**src/rtl/e3am_pkg.sv**
```systemverilog
package e3am_pkg;

    localparam int E3_FRAME_BITS   = 1536;
    localparam int LOS_ZERO_LIMIT  = 192;
    localparam int LOS_WINDOW_BITS = 192;
    localparam int LOS_EXZ_RUN     = 4;
    localparam int AIS_MAX_ZEROS   = 4;
    localparam int RAI_BIT_POS     = 11;
    localparam int RAI_SET_FRAMES  = 4;
    localparam int RAI_CLR_FRAMES  = 4;
    localparam int LOF_SET_FRAMES  = 4;
    localparam int LOF_CLR_FRAMES  = 3;

    typedef enum logic [1:0] {
        IDX_LOS = 2'd0,
        IDX_LOF = 2'd1,
        IDX_AIS = 2'd2,
        IDX_RAI = 2'd3
    } alm_idx_e;

    typedef struct packed {
        logic vld;
        logic dat;
    } line_bit_t;

    typedef struct packed {
        logic act;
        logic chg;
    } alm_state_t;

    // Width of a counter that must hold values 0..maxv.
    function automatic int cnt_w(input int maxv);
        return (maxv < 2) ? 1 : $clog2(maxv + 1);
    endfunction

endpackage

```
**src/rtl/e3am_hyst.sv**
```systemverilog
// Frame-event alarm with separate consecutive-count set and clear thresholds.
module e3am_hyst
    import e3am_pkg::*;
#(
    parameter int   SET_N   = 4,
    parameter int   CLR_N   = 4,
    parameter logic RST_VAL = 1'b0
) (
    input  logic       clk,
    input  logic       rst,
    input  logic       evt_vld,
    input  logic       evt_set,
    output alm_state_t st_o
);
    localparam int SW = cnt_w(SET_N);
    localparam int CW = cnt_w(CLR_N);
    localparam logic [SW-1:0] S_LIM = SW'(SET_N);
    localparam logic [CW-1:0] C_LIM = CW'(CLR_N);

    logic [SW-1:0] set_run_q, set_run_d;
    logic [CW-1:0] clr_run_q, clr_run_d;
    logic          flag_q, flag_d, chg_q, past_ok;

    always_comb begin
        set_run_d = set_run_q;
        clr_run_d = clr_run_q;
        flag_d    = flag_q;
        if (evt_vld) begin
            if (evt_set) begin
                clr_run_d = '0;
                if (set_run_q != S_LIM) set_run_d = set_run_q + 1'b1;
                if (set_run_d == S_LIM) flag_d = 1'b1;
            end else begin
                set_run_d = '0;
                if (clr_run_q != C_LIM) clr_run_d = clr_run_q + 1'b1;
                if (clr_run_d == C_LIM) flag_d = 1'b0;
            end
        end
    end

    always_ff @(posedge clk) begin
        if (rst) begin
            set_run_q <= '0;
            clr_run_q <= '0;
            flag_q    <= RST_VAL;
            chg_q     <= 1'b0;
            past_ok   <= 1'b0;
        end else begin
            set_run_q <= set_run_d;
            clr_run_q <= clr_run_d;
            flag_q    <= flag_d;
            chg_q     <= flag_d ^ flag_q;
            past_ok   <= 1'b1;
        end
    end

    assign st_o = '{act: flag_q, chg: chg_q};

    assert_hyst_rise_cause_R6_R7: assert property (@(posedge clk) disable iff (rst)
        (past_ok && $rose(flag_q)) |-> $past(evt_vld && evt_set));
    assert_hyst_fall_cause_R6_R7: assert property (@(posedge clk) disable iff (rst)
        (past_ok && $fell(flag_q)) |-> $past(evt_vld && !evt_set));
    assert_hyst_chg_pulse_R8: assert property (@(posedge clk) disable iff (rst)
        past_ok |-> (chg_q == (flag_q != $past(flag_q))));
endmodule

```
**src/rtl/e3am_los.sv**
```systemverilog
// Loss-of-signal detector: zero-run declare, clean-window clear.
module e3am_los
    import e3am_pkg::*;
#(
    parameter int ZERO_LIMIT = 192,
    parameter int WIN_BITS   = 192,
    parameter int EXZ_RUN    = 4
) (
    input  logic       clk,
    input  logic       rst,
    input  logic       mode_bip,
    input  line_bit_t  bit_i,
    output alm_state_t st_o
);
    localparam int ZW = cnt_w(ZERO_LIMIT);
    localparam int WW = cnt_w(WIN_BITS);
    localparam int RW = cnt_w(EXZ_RUN);
    localparam logic [ZW-1:0] Z_LIM = ZW'(ZERO_LIMIT);
    localparam logic [WW-1:0] W_LIM = WW'(WIN_BITS);
    localparam logic [RW-1:0] R_LIM = RW'(EXZ_RUN);

    logic [ZW-1:0] zrun_q, zrun_d;
    logic [WW-1:0] wcnt_q, wcnt_d;
    logic [RW-1:0] wrun_q, wrun_d;
    logic          win_q, win_d;
    logic          los_q, los_d, chg_q, past_ok;

    always_comb begin
        zrun_d = zrun_q;
        wcnt_d = wcnt_q;
        wrun_d = wrun_q;
        win_d  = win_q;
        los_d  = los_q;
        if (!mode_bip) begin
            zrun_d = '0;
            wcnt_d = '0;
            wrun_d = '0;
            win_d  = 1'b0;
            los_d  = 1'b0;
        end else if (bit_i.vld) begin
            if (!los_q) begin
                // declare path: count consecutive zeros
                if (bit_i.dat)            zrun_d = '0;
                else if (zrun_q != Z_LIM) zrun_d = zrun_q + 1'b1;
                if (!bit_i.dat && zrun_d == Z_LIM) begin
                    los_d = 1'b1;
                    win_d = 1'b0;
                end
            end else if (!win_q) begin
                // waiting for the one that opens a clear window
                if (bit_i.dat) begin
                    win_d  = 1'b1;
                    wcnt_d = WW'(1);
                    wrun_d = '0;
                end
            end else begin
                wcnt_d = wcnt_q + 1'b1;
                if (bit_i.dat)            wrun_d = '0;
                else if (wrun_q != R_LIM) wrun_d = wrun_q + 1'b1;
                if (wrun_d == R_LIM) begin
                    win_d = 1'b0;
                end else if (wcnt_d == W_LIM) begin
                    los_d  = 1'b0;
                    win_d  = 1'b0;
                    zrun_d = '0;
                end
            end
        end
    end

    always_ff @(posedge clk) begin
        if (rst) begin
            zrun_q  <= '0;
            wcnt_q  <= '0;
            wrun_q  <= '0;
            win_q   <= 1'b0;
            los_q   <= 1'b0;
            chg_q   <= 1'b0;
            past_ok <= 1'b0;
        end else begin
            zrun_q  <= zrun_d;
            wcnt_q  <= wcnt_d;
            wrun_q  <= wrun_d;
            win_q   <= win_d;
            los_q   <= los_d;
            chg_q   <= los_d ^ los_q;
            past_ok <= 1'b1;
        end
    end

    assign st_o = '{act: los_q, chg: chg_q};

    assert_los_unipolar_off_R4: assert property (@(posedge clk) disable iff (rst)
        !mode_bip |=> !los_q);
    assert_los_rise_on_zero_R2: assert property (@(posedge clk) disable iff (rst)
        (past_ok && $rose(los_q)) |-> $past(mode_bip && bit_i.vld && !bit_i.dat));
    assert_los_fall_cause_R3: assert property (@(posedge clk) disable iff (rst)
        (past_ok && $fell(los_q)) |-> $past(!mode_bip || bit_i.vld));
    assert_los_chg_pulse_R8: assert property (@(posedge clk) disable iff (rst)
        past_ok |-> (chg_q == (los_q != $past(los_q))));
endmodule

```
**src/rtl/e3am_ais.sv**
```systemverilog
// All-ones detector evaluated over aligned pairs of frames.
module e3am_ais
    import e3am_pkg::*;
#(
    parameter int MAX_ZEROS = 4
) (
    input  logic       clk,
    input  logic       rst,
    input  logic       sof,
    input  line_bit_t  bit_i,
    output alm_state_t st_o
);
    localparam int ZSAT_V = MAX_ZEROS + 1;
    localparam int ZW     = cnt_w(ZSAT_V);
    localparam logic [ZW-1:0] Z_SAT = ZW'(ZSAT_V);
    localparam logic [ZW-1:0] Z_MAX = ZW'(MAX_ZEROS);

    logic [ZW-1:0] zc_q, zc_d;
    logic          seen_q, seen_d, ph_q, ph_d;
    logic          ais_q, ais_d, chg_q, past_ok;

    always_comb begin
        zc_d   = zc_q;
        seen_d = seen_q;
        ph_d   = ph_q;
        ais_d  = ais_q;
        if (sof) begin
            if (!seen_q) begin
                seen_d = 1'b1;
                ph_d   = 1'b0;
                zc_d   = '0;
            end else if (!ph_q) begin
                ph_d = 1'b1;
            end else begin
                ais_d = (zc_q <= Z_MAX);
                ph_d  = 1'b0;
                zc_d  = '0;
            end
        end else if (seen_q && bit_i.vld && !bit_i.dat && zc_q != Z_SAT) begin
            zc_d = zc_q + 1'b1;
        end
    end

    always_ff @(posedge clk) begin
        if (rst) begin
            zc_q    <= '0;
            seen_q  <= 1'b0;
            ph_q    <= 1'b0;
            ais_q   <= 1'b0;
            chg_q   <= 1'b0;
            past_ok <= 1'b0;
        end else begin
            zc_q    <= zc_d;
            seen_q  <= seen_d;
            ph_q    <= ph_d;
            ais_q   <= ais_d;
            chg_q   <= ais_d ^ ais_q;
            past_ok <= 1'b1;
        end
    end

    assign st_o = '{act: ais_q, chg: chg_q};

    assert_ais_only_at_sof_R5: assert property (@(posedge clk) disable iff (rst)
        (past_ok && !$stable(ais_q)) |-> $past(sof));
    assert_ais_chg_pulse_R8: assert property (@(posedge clk) disable iff (rst)
        past_ok |-> (chg_q == (ais_q != $past(ais_q))));
endmodule

```
**src/rtl/e3am_bitpos.sv**
```systemverilog
// Bit position counter from start of frame; emits the sample of one chosen bit.
module e3am_bitpos
    import e3am_pkg::*;
#(
    parameter int FRAME_BITS = 1536,
    parameter int SAMPLE_POS = 11
) (
    input  logic      clk,
    input  logic      rst,
    input  logic      sof,
    input  line_bit_t bit_i,
    output logic      smp_vld,
    output logic      smp_dat
);
    localparam int PW = cnt_w(FRAME_BITS);
    localparam logic [PW-1:0] P_MAX = PW'(FRAME_BITS);
    localparam logic [PW-1:0] P_SMP = PW'(SAMPLE_POS);

    logic [PW-1:0] pos_q;
    logic [PW-1:0] pos_inc;
    logic          seen_q;

    assign pos_inc = (pos_q == P_MAX) ? pos_q : pos_q + 1'b1;
    assign smp_vld = seen_q && !sof && bit_i.vld && (pos_inc == P_SMP) && (pos_q != P_MAX);
    assign smp_dat = bit_i.dat;

    always_ff @(posedge clk) begin
        if (rst) begin
            pos_q  <= '0;
            seen_q <= 1'b0;
        end else if (sof) begin
            pos_q  <= '0;
            seen_q <= 1'b1;
        end else if (seen_q && bit_i.vld) begin
            pos_q  <= pos_inc;
        end
    end

    assert_bitpos_sample_on_bit_R7: assert property (@(posedge clk) disable iff (rst)
        smp_vld |-> (bit_i.vld && !sof));
endmodule

```
**src/rtl/e3_alarm_mon.sv**
```systemverilog
module e3_alarm_mon
    import e3am_pkg::*;
#(
    parameter int FRAME_BITS = E3_FRAME_BITS,
    parameter int LOS_ZEROS  = LOS_ZERO_LIMIT,
    parameter int LOS_WIN    = LOS_WINDOW_BITS,
    parameter int EXZ_RUN    = LOS_EXZ_RUN,
    parameter int AIS_ZEROS  = AIS_MAX_ZEROS,
    parameter int RAI_POS    = RAI_BIT_POS,
    parameter int RAI_SET    = RAI_SET_FRAMES,
    parameter int RAI_CLR    = RAI_CLR_FRAMES,
    parameter int LOF_SET    = LOF_SET_FRAMES,
    parameter int LOF_CLR    = LOF_CLR_FRAMES
) (
    input  logic       clk,
    input  logic       rst,
    input  logic       mode_bip,
    input  logic       bit_vld,
    input  logic       bit_dat,
    input  logic       sof,
    input  logic       fas_vld,
    input  logic       fas_ok,
    output logic [3:0] alarm,
    output logic [3:0] alarm_chg
);
    line_bit_t  lbit;
    alm_state_t st_los, st_lof, st_ais, st_rai;
    logic       rai_vld, rai_dat;

    assign lbit = '{vld: bit_vld, dat: bit_dat};

    e3am_los #(.ZERO_LIMIT(LOS_ZEROS), .WIN_BITS(LOS_WIN), .EXZ_RUN(EXZ_RUN)) u_los (
        .clk(clk), .rst(rst), .mode_bip(mode_bip), .bit_i(lbit), .st_o(st_los));

    e3am_ais #(.MAX_ZEROS(AIS_ZEROS)) u_ais (
        .clk(clk), .rst(rst), .sof(sof), .bit_i(lbit), .st_o(st_ais));

    e3am_bitpos #(.FRAME_BITS(FRAME_BITS), .SAMPLE_POS(RAI_POS)) u_pos (
        .clk(clk), .rst(rst), .sof(sof), .bit_i(lbit),
        .smp_vld(rai_vld), .smp_dat(rai_dat));

    e3am_hyst #(.SET_N(RAI_SET), .CLR_N(RAI_CLR), .RST_VAL(1'b0)) u_rai (
        .clk(clk), .rst(rst), .evt_vld(rai_vld), .evt_set(rai_dat), .st_o(st_rai));

    // a bad alignment verdict pushes toward loss of frame
    e3am_hyst #(.SET_N(LOF_SET), .CLR_N(LOF_CLR), .RST_VAL(1'b1)) u_lof (
        .clk(clk), .rst(rst), .evt_vld(fas_vld), .evt_set(!fas_ok), .st_o(st_lof));

    always_comb begin
        alarm[IDX_LOS]     = st_los.act;
        alarm[IDX_LOF]     = st_lof.act;
        alarm[IDX_AIS]     = st_ais.act;
        alarm[IDX_RAI]     = st_rai.act;
        alarm_chg[IDX_LOS] = st_los.chg;
        alarm_chg[IDX_LOF] = st_lof.chg;
        alarm_chg[IDX_AIS] = st_ais.chg;
        alarm_chg[IDX_RAI] = st_rai.chg;
    end

    assert_reset_state_R1: assert property (@(posedge clk)
        $past(rst) |-> (alarm == 4'b0010 && alarm_chg == 4'b0000));
endmodule

```
**config.mk**
```make
export PLATFORM = sky130hd
export DESIGN_NAME = e3_alarm_mon
export DESIGN_NICKNAME = d
export VERILOG_FILES = /design/src/rtl/e3am_pkg.sv /design/src/rtl/e3am_hyst.sv /design/src/rtl/e3am_los.sv /design/src/rtl/e3am_ais.sv /design/src/rtl/e3am_bitpos.sv /design/src/rtl/e3_alarm_mon.sv
export SDC_FILE = /design/constraint.sdc
export NUM_CORES = 1
export LEC_CHECK = 0
export BUFFER_PORTS_ARGS = -buffer_cell sky130_fd_sc_hd__buf_2
export CORE_ASPECT_RATIO = 1.25
export CORE_MARGIN = 1
export CORE_UTILIZATION = 30
export DETAILED_ROUTE_END_ITERATION = 8
export MAX_ROUTING_LAYER = met4
export SYNTH_ARGS = -nofsm -noshare
export SYNTH_HDL_FRONTEND = slang
export SYNTH_HIERARCHICAL = 1
export SYNTH_SLANG_ARGS = --single-unit
```
**constraint.sdc**
```tcl
create_clock -name clk -period 2.1 [get_ports clk]
set_input_delay 0.21 -clock clk [delete_from_list [all_inputs] [get_ports clk]]
set_output_delay 0.21 -clock clk [all_outputs]
set_load 0.02 [all_outputs]
```
==> results_dict.tcl <==
set metrics [dict create \
    run_status "finished, violations left" \
    violations "DRC" \
    synth.distinct_cells 72 \
    drtPass1Iterations 6 \
    pre_cts_ws_ns -0.03518 \
    critPathMaxStageDelay_ns 0.37 \
    drive_gt1_frac 0.1973 \
    grt_usage 0.1405 \
    clock_skew_ns 0.005735 \
    crit_type "reg -> reg" \
    startpoint "u_los/wrun_q[1]" \
    fin_area_um2 3948 \
    final_nets 471 \
    final.period_utilization 0.9554 \
    synth_warnings 6 \
    ys_seq_area_frac 0.3242 \
    reg2regPathDepth 7 \
    drc_errors 1 \
    slew_violations 0 \
    antenna_cells 0 \
    ir_drop_uv 307.1 \
    synth_seq_cells 56 \
    final_hold_viol_count 0 \
    ant_nets 0 \
    synth_edf_count 0 \
    die_area_um2 11960 \
    cp.required_ns 2.29 \
    cts-root-buf "clkbuf_16" \
    synth_fp_nets 452 \
    worst_pin_slew_ns 0.6328 \
    power_density_nw_per_um2 526.8 \
    critPathBufInv 1 \
    synthArstFlopShare 0 \
    worstPathMaxFanout 3 \
    die_x_um 98.03 \
    netlist_area_um2 3458 \
    path_depth 7 \
    numCtsBuffers 5 \
    regToRegStartpoint "u_los/wrun_q[1]" \
    whs_ns 0.1824 \
    start_util 0.3105 \
    dpl_cell_area_um2 3725 \
    slew_headroom 0.5773 \
    synthToLayoutAreaGrowth_pct 14.15 \
    clk_pin_slew_ns 0.07 \
    slowest_stage "or3b_1" \
    hold_class "in -> reg" \
    routed_via_density 5.368 \
    fin_ws_ns 0.09365 \
    grt_remaining_overflow 0 \
    die_y_um 122.0 \
    rsz0062_at_grt "yes" \
    cts.sinks 56 \
    critPathMostFrequentCell "a41o_1" \
    crit_family "compound AO/OA/AOI/OAI gates" \
    clock_path_buffers 2 \
    htreeDepth 2 \
    leakage_uw 0.001403 \
    r2r_end "u_los/win_q" \
    syn_avg_cell_area_um2 8.099 \
    tritoncts "yes" \
    io_buffers 15 \
    max_cap_viol_count 0 \
    fin_util 0.3545 \
    drt_iter0_drc 97 \
    cp.arrival_ns 2.19 \
    ios 16 \
    cp-start-kind "flip-flop" \
    endpoint "u_los/win_q" \
    syn-instance-count 427 \
    routed_wl_um 7642 \
    gp_congestion 0.8426 \
    grt_pass1_wl_um 13570 \
    grt_max_degree 22 \
    place_hpwl_um 5504 \
    ff2ff_setup_slack_ns 0.09 \
    synth_ff_type "dfxtp_1" \
    grt_pass1_vias 2994 \
    setup_viol 0 \
    antenna_found_initial 0 \
    critical_path.cell_chain "inv_1 -> ha_4 -> or3b_1 -> a311o_1 -> or2_4 -> a41o_1 -> a41o_1" \
    min_period_ns 2.006 \
    cp-end-kind "flip-flop" \
    routedWlPerCell_um 13.15 \
    fmax_mhz 498.4 \
    insertion_delay_ns 0.29 \
    total_power_uw 2080 \
    via_count 3119 \
    rows 43 \
    core_area_um2 11140 \
]
==> report_power, final <==
part | leakage, µW | internal [µW] | switching (µW) | total, µW
registers | 0.000458 | 1070 | 8.90 | 1080
clock network | 0.0000760 | 502 | 378 | 880
logic | 0.000869 | 46.2 | 77.5 | 124
==> sequential cells by signal, indices dropped and copies added (netlist names), 2 cells and up <==
signal,count
u_ais/zc_q,3
u_lof/clr_run_q,2
u_lof/set_run_q,3
u_los/wcnt_q,8
u_los/wrun_q,3
u_los/zrun_q,8
u_pos/pos_q,11
u_rai/clr_run_q,3
u_rai/set_run_q,3
==> synth_stat cells (3+ instances only) <==
master    instances  area share
dfxtp_1          56        0.32
nand3b_1          7       0.015
nand2_1          37       0.040
xor2_1            5       0.013
nor3_1           12       0.017
xnor2_1           8       0.020
nand3_1          18       0.026
a31oi_1           9       0.016
and3_1            8       0.014
a311oi_1          5       0.013
a31o_2            4       0.010
nand2b_1          4      0.0072
o21ai_0          17       0.025
nor2_1           41       0.045
nand4_1          10       0.018
ha_1             17       0.062
nor4_1            4      0.0072
nor2b_1           3      0.0054
clkbuf_1         11       0.012
a22oi_1           3      0.0065
a21oi_1          37       0.054
a211oi_1          5       0.011
inv_1            23       0.025
buf_2             3      0.0043
buf_4            10       0.022
nor3b_1           3      0.0065
o211ai_1          5       0.011
or2_2             4      0.0072
==> cell type report <==
class                      count  area [µm²]
clock buffer                   7       152.6
inverter                      24       92.59
tap                          135       168.9
sequential                    56        1140
multi-input combinational    320        2138
timing repair buffer          39       255.2
fill                        1157        7189
==> what timing repair did <==
action | CTS | global route
hold buffers | 0 | 0
endpoints found under the setup margin | 2 | 6
resized for setup | 3 | 17
pin swaps | 2 | 5
cloned | 0 | 0
buffers inserted | 1 | 1
==> stage by stage <==
| stage | TNS [ns] | std cells |
|---|---|---|
| 4_1_cts | 0 | 580 |
| 3_5_place_dp | -0.03518 | 572 |
| 6_report | 0 | 581 |
| 3_3_place_gp | 0 | 572 |
| 2_1_floorplan | 0 | 427 |
| 5_1_grt | -0.001877 | 581 |
==> worst reg2reg max path, cell delays in order (launching register included) <==
cell and delay [ns]:
dfxtp_2 0.34, inv_1 0.07, ha_4 0.16, or3b_1 0.37, a311o_1 0.30, or2_4 0.25
a41o_1 0.22, a41o_1 0.20
==> how the worst min path moves through the flow <==
stage          cells after the start                 end               start
3_5_place_dp                       2  u_lof/set_run_q[1]  u_lof/set_run_q[1]
6_report                           2        u_pos/seen_q                 rst
5_1_grt                            2         u_los/chg_q                 rst
4_1_cts                            2        u_pos/seen_q                 rst
3_3_place_gp                       2  u_lof/clr_run_q[0]  u_lof/clr_run_q[0]
2_1_floorplan                      1  u_lof/clr_run_q[0]                 rst
==> cells by family (layout without fill, tap and decap cells) <==
group	count (synthesis)	in the layout	share of synthesized area
adder cells (fa/ha/maj)	17	17	0.06150
XOR/XNOR	13	13	0.03292
AND/OR/NAND/NOR	178	178	0.2898
AO/OA/AOI/OAI	109	109	0.2131
multiplexers	3	3	0.009045
buffers and inverters	51	70	0.06946
flip-flops	56	56	0.3242
==> routing by layer <==
metal,up-vias,global-route usage,share of wire
met3,5,0.02238,0.024
li1,1583,-,-
met1,1497,0.1607,0.46
met2,34,0.2478,0.50
met4,0,0.05019,0.012
met5,-,-,0
==> cells in the final DEF, fill, tap and decap left out, types with 3 or more instances in the layout <==
cell       instances
dfxtp_1           47
nor2_1            41
a21oi_1           37
nand2_1           37
buf_4             24
inv_1             22
nand3_1           18
o21ai_0           17
buf_2             15
ha_1              15
nor3_1            11
nand4_1           10
a31oi_1            9
xnor2_1            8
and3_1             8
nand3b_1           7
dfxtp_2            6
clkbuf_16          5
o211ai_1           5
a311oi_1           5
a211oi_1           5
xor2_1             5
nand2b_1           4
a31o_2             4
nor4_1             3
nor3b_1            3
nor2b_1            3
a22oi_1            3
dfxtp_4            3
nor3_2             3
No activity file was read; power rests on OpenSTA's default activity.
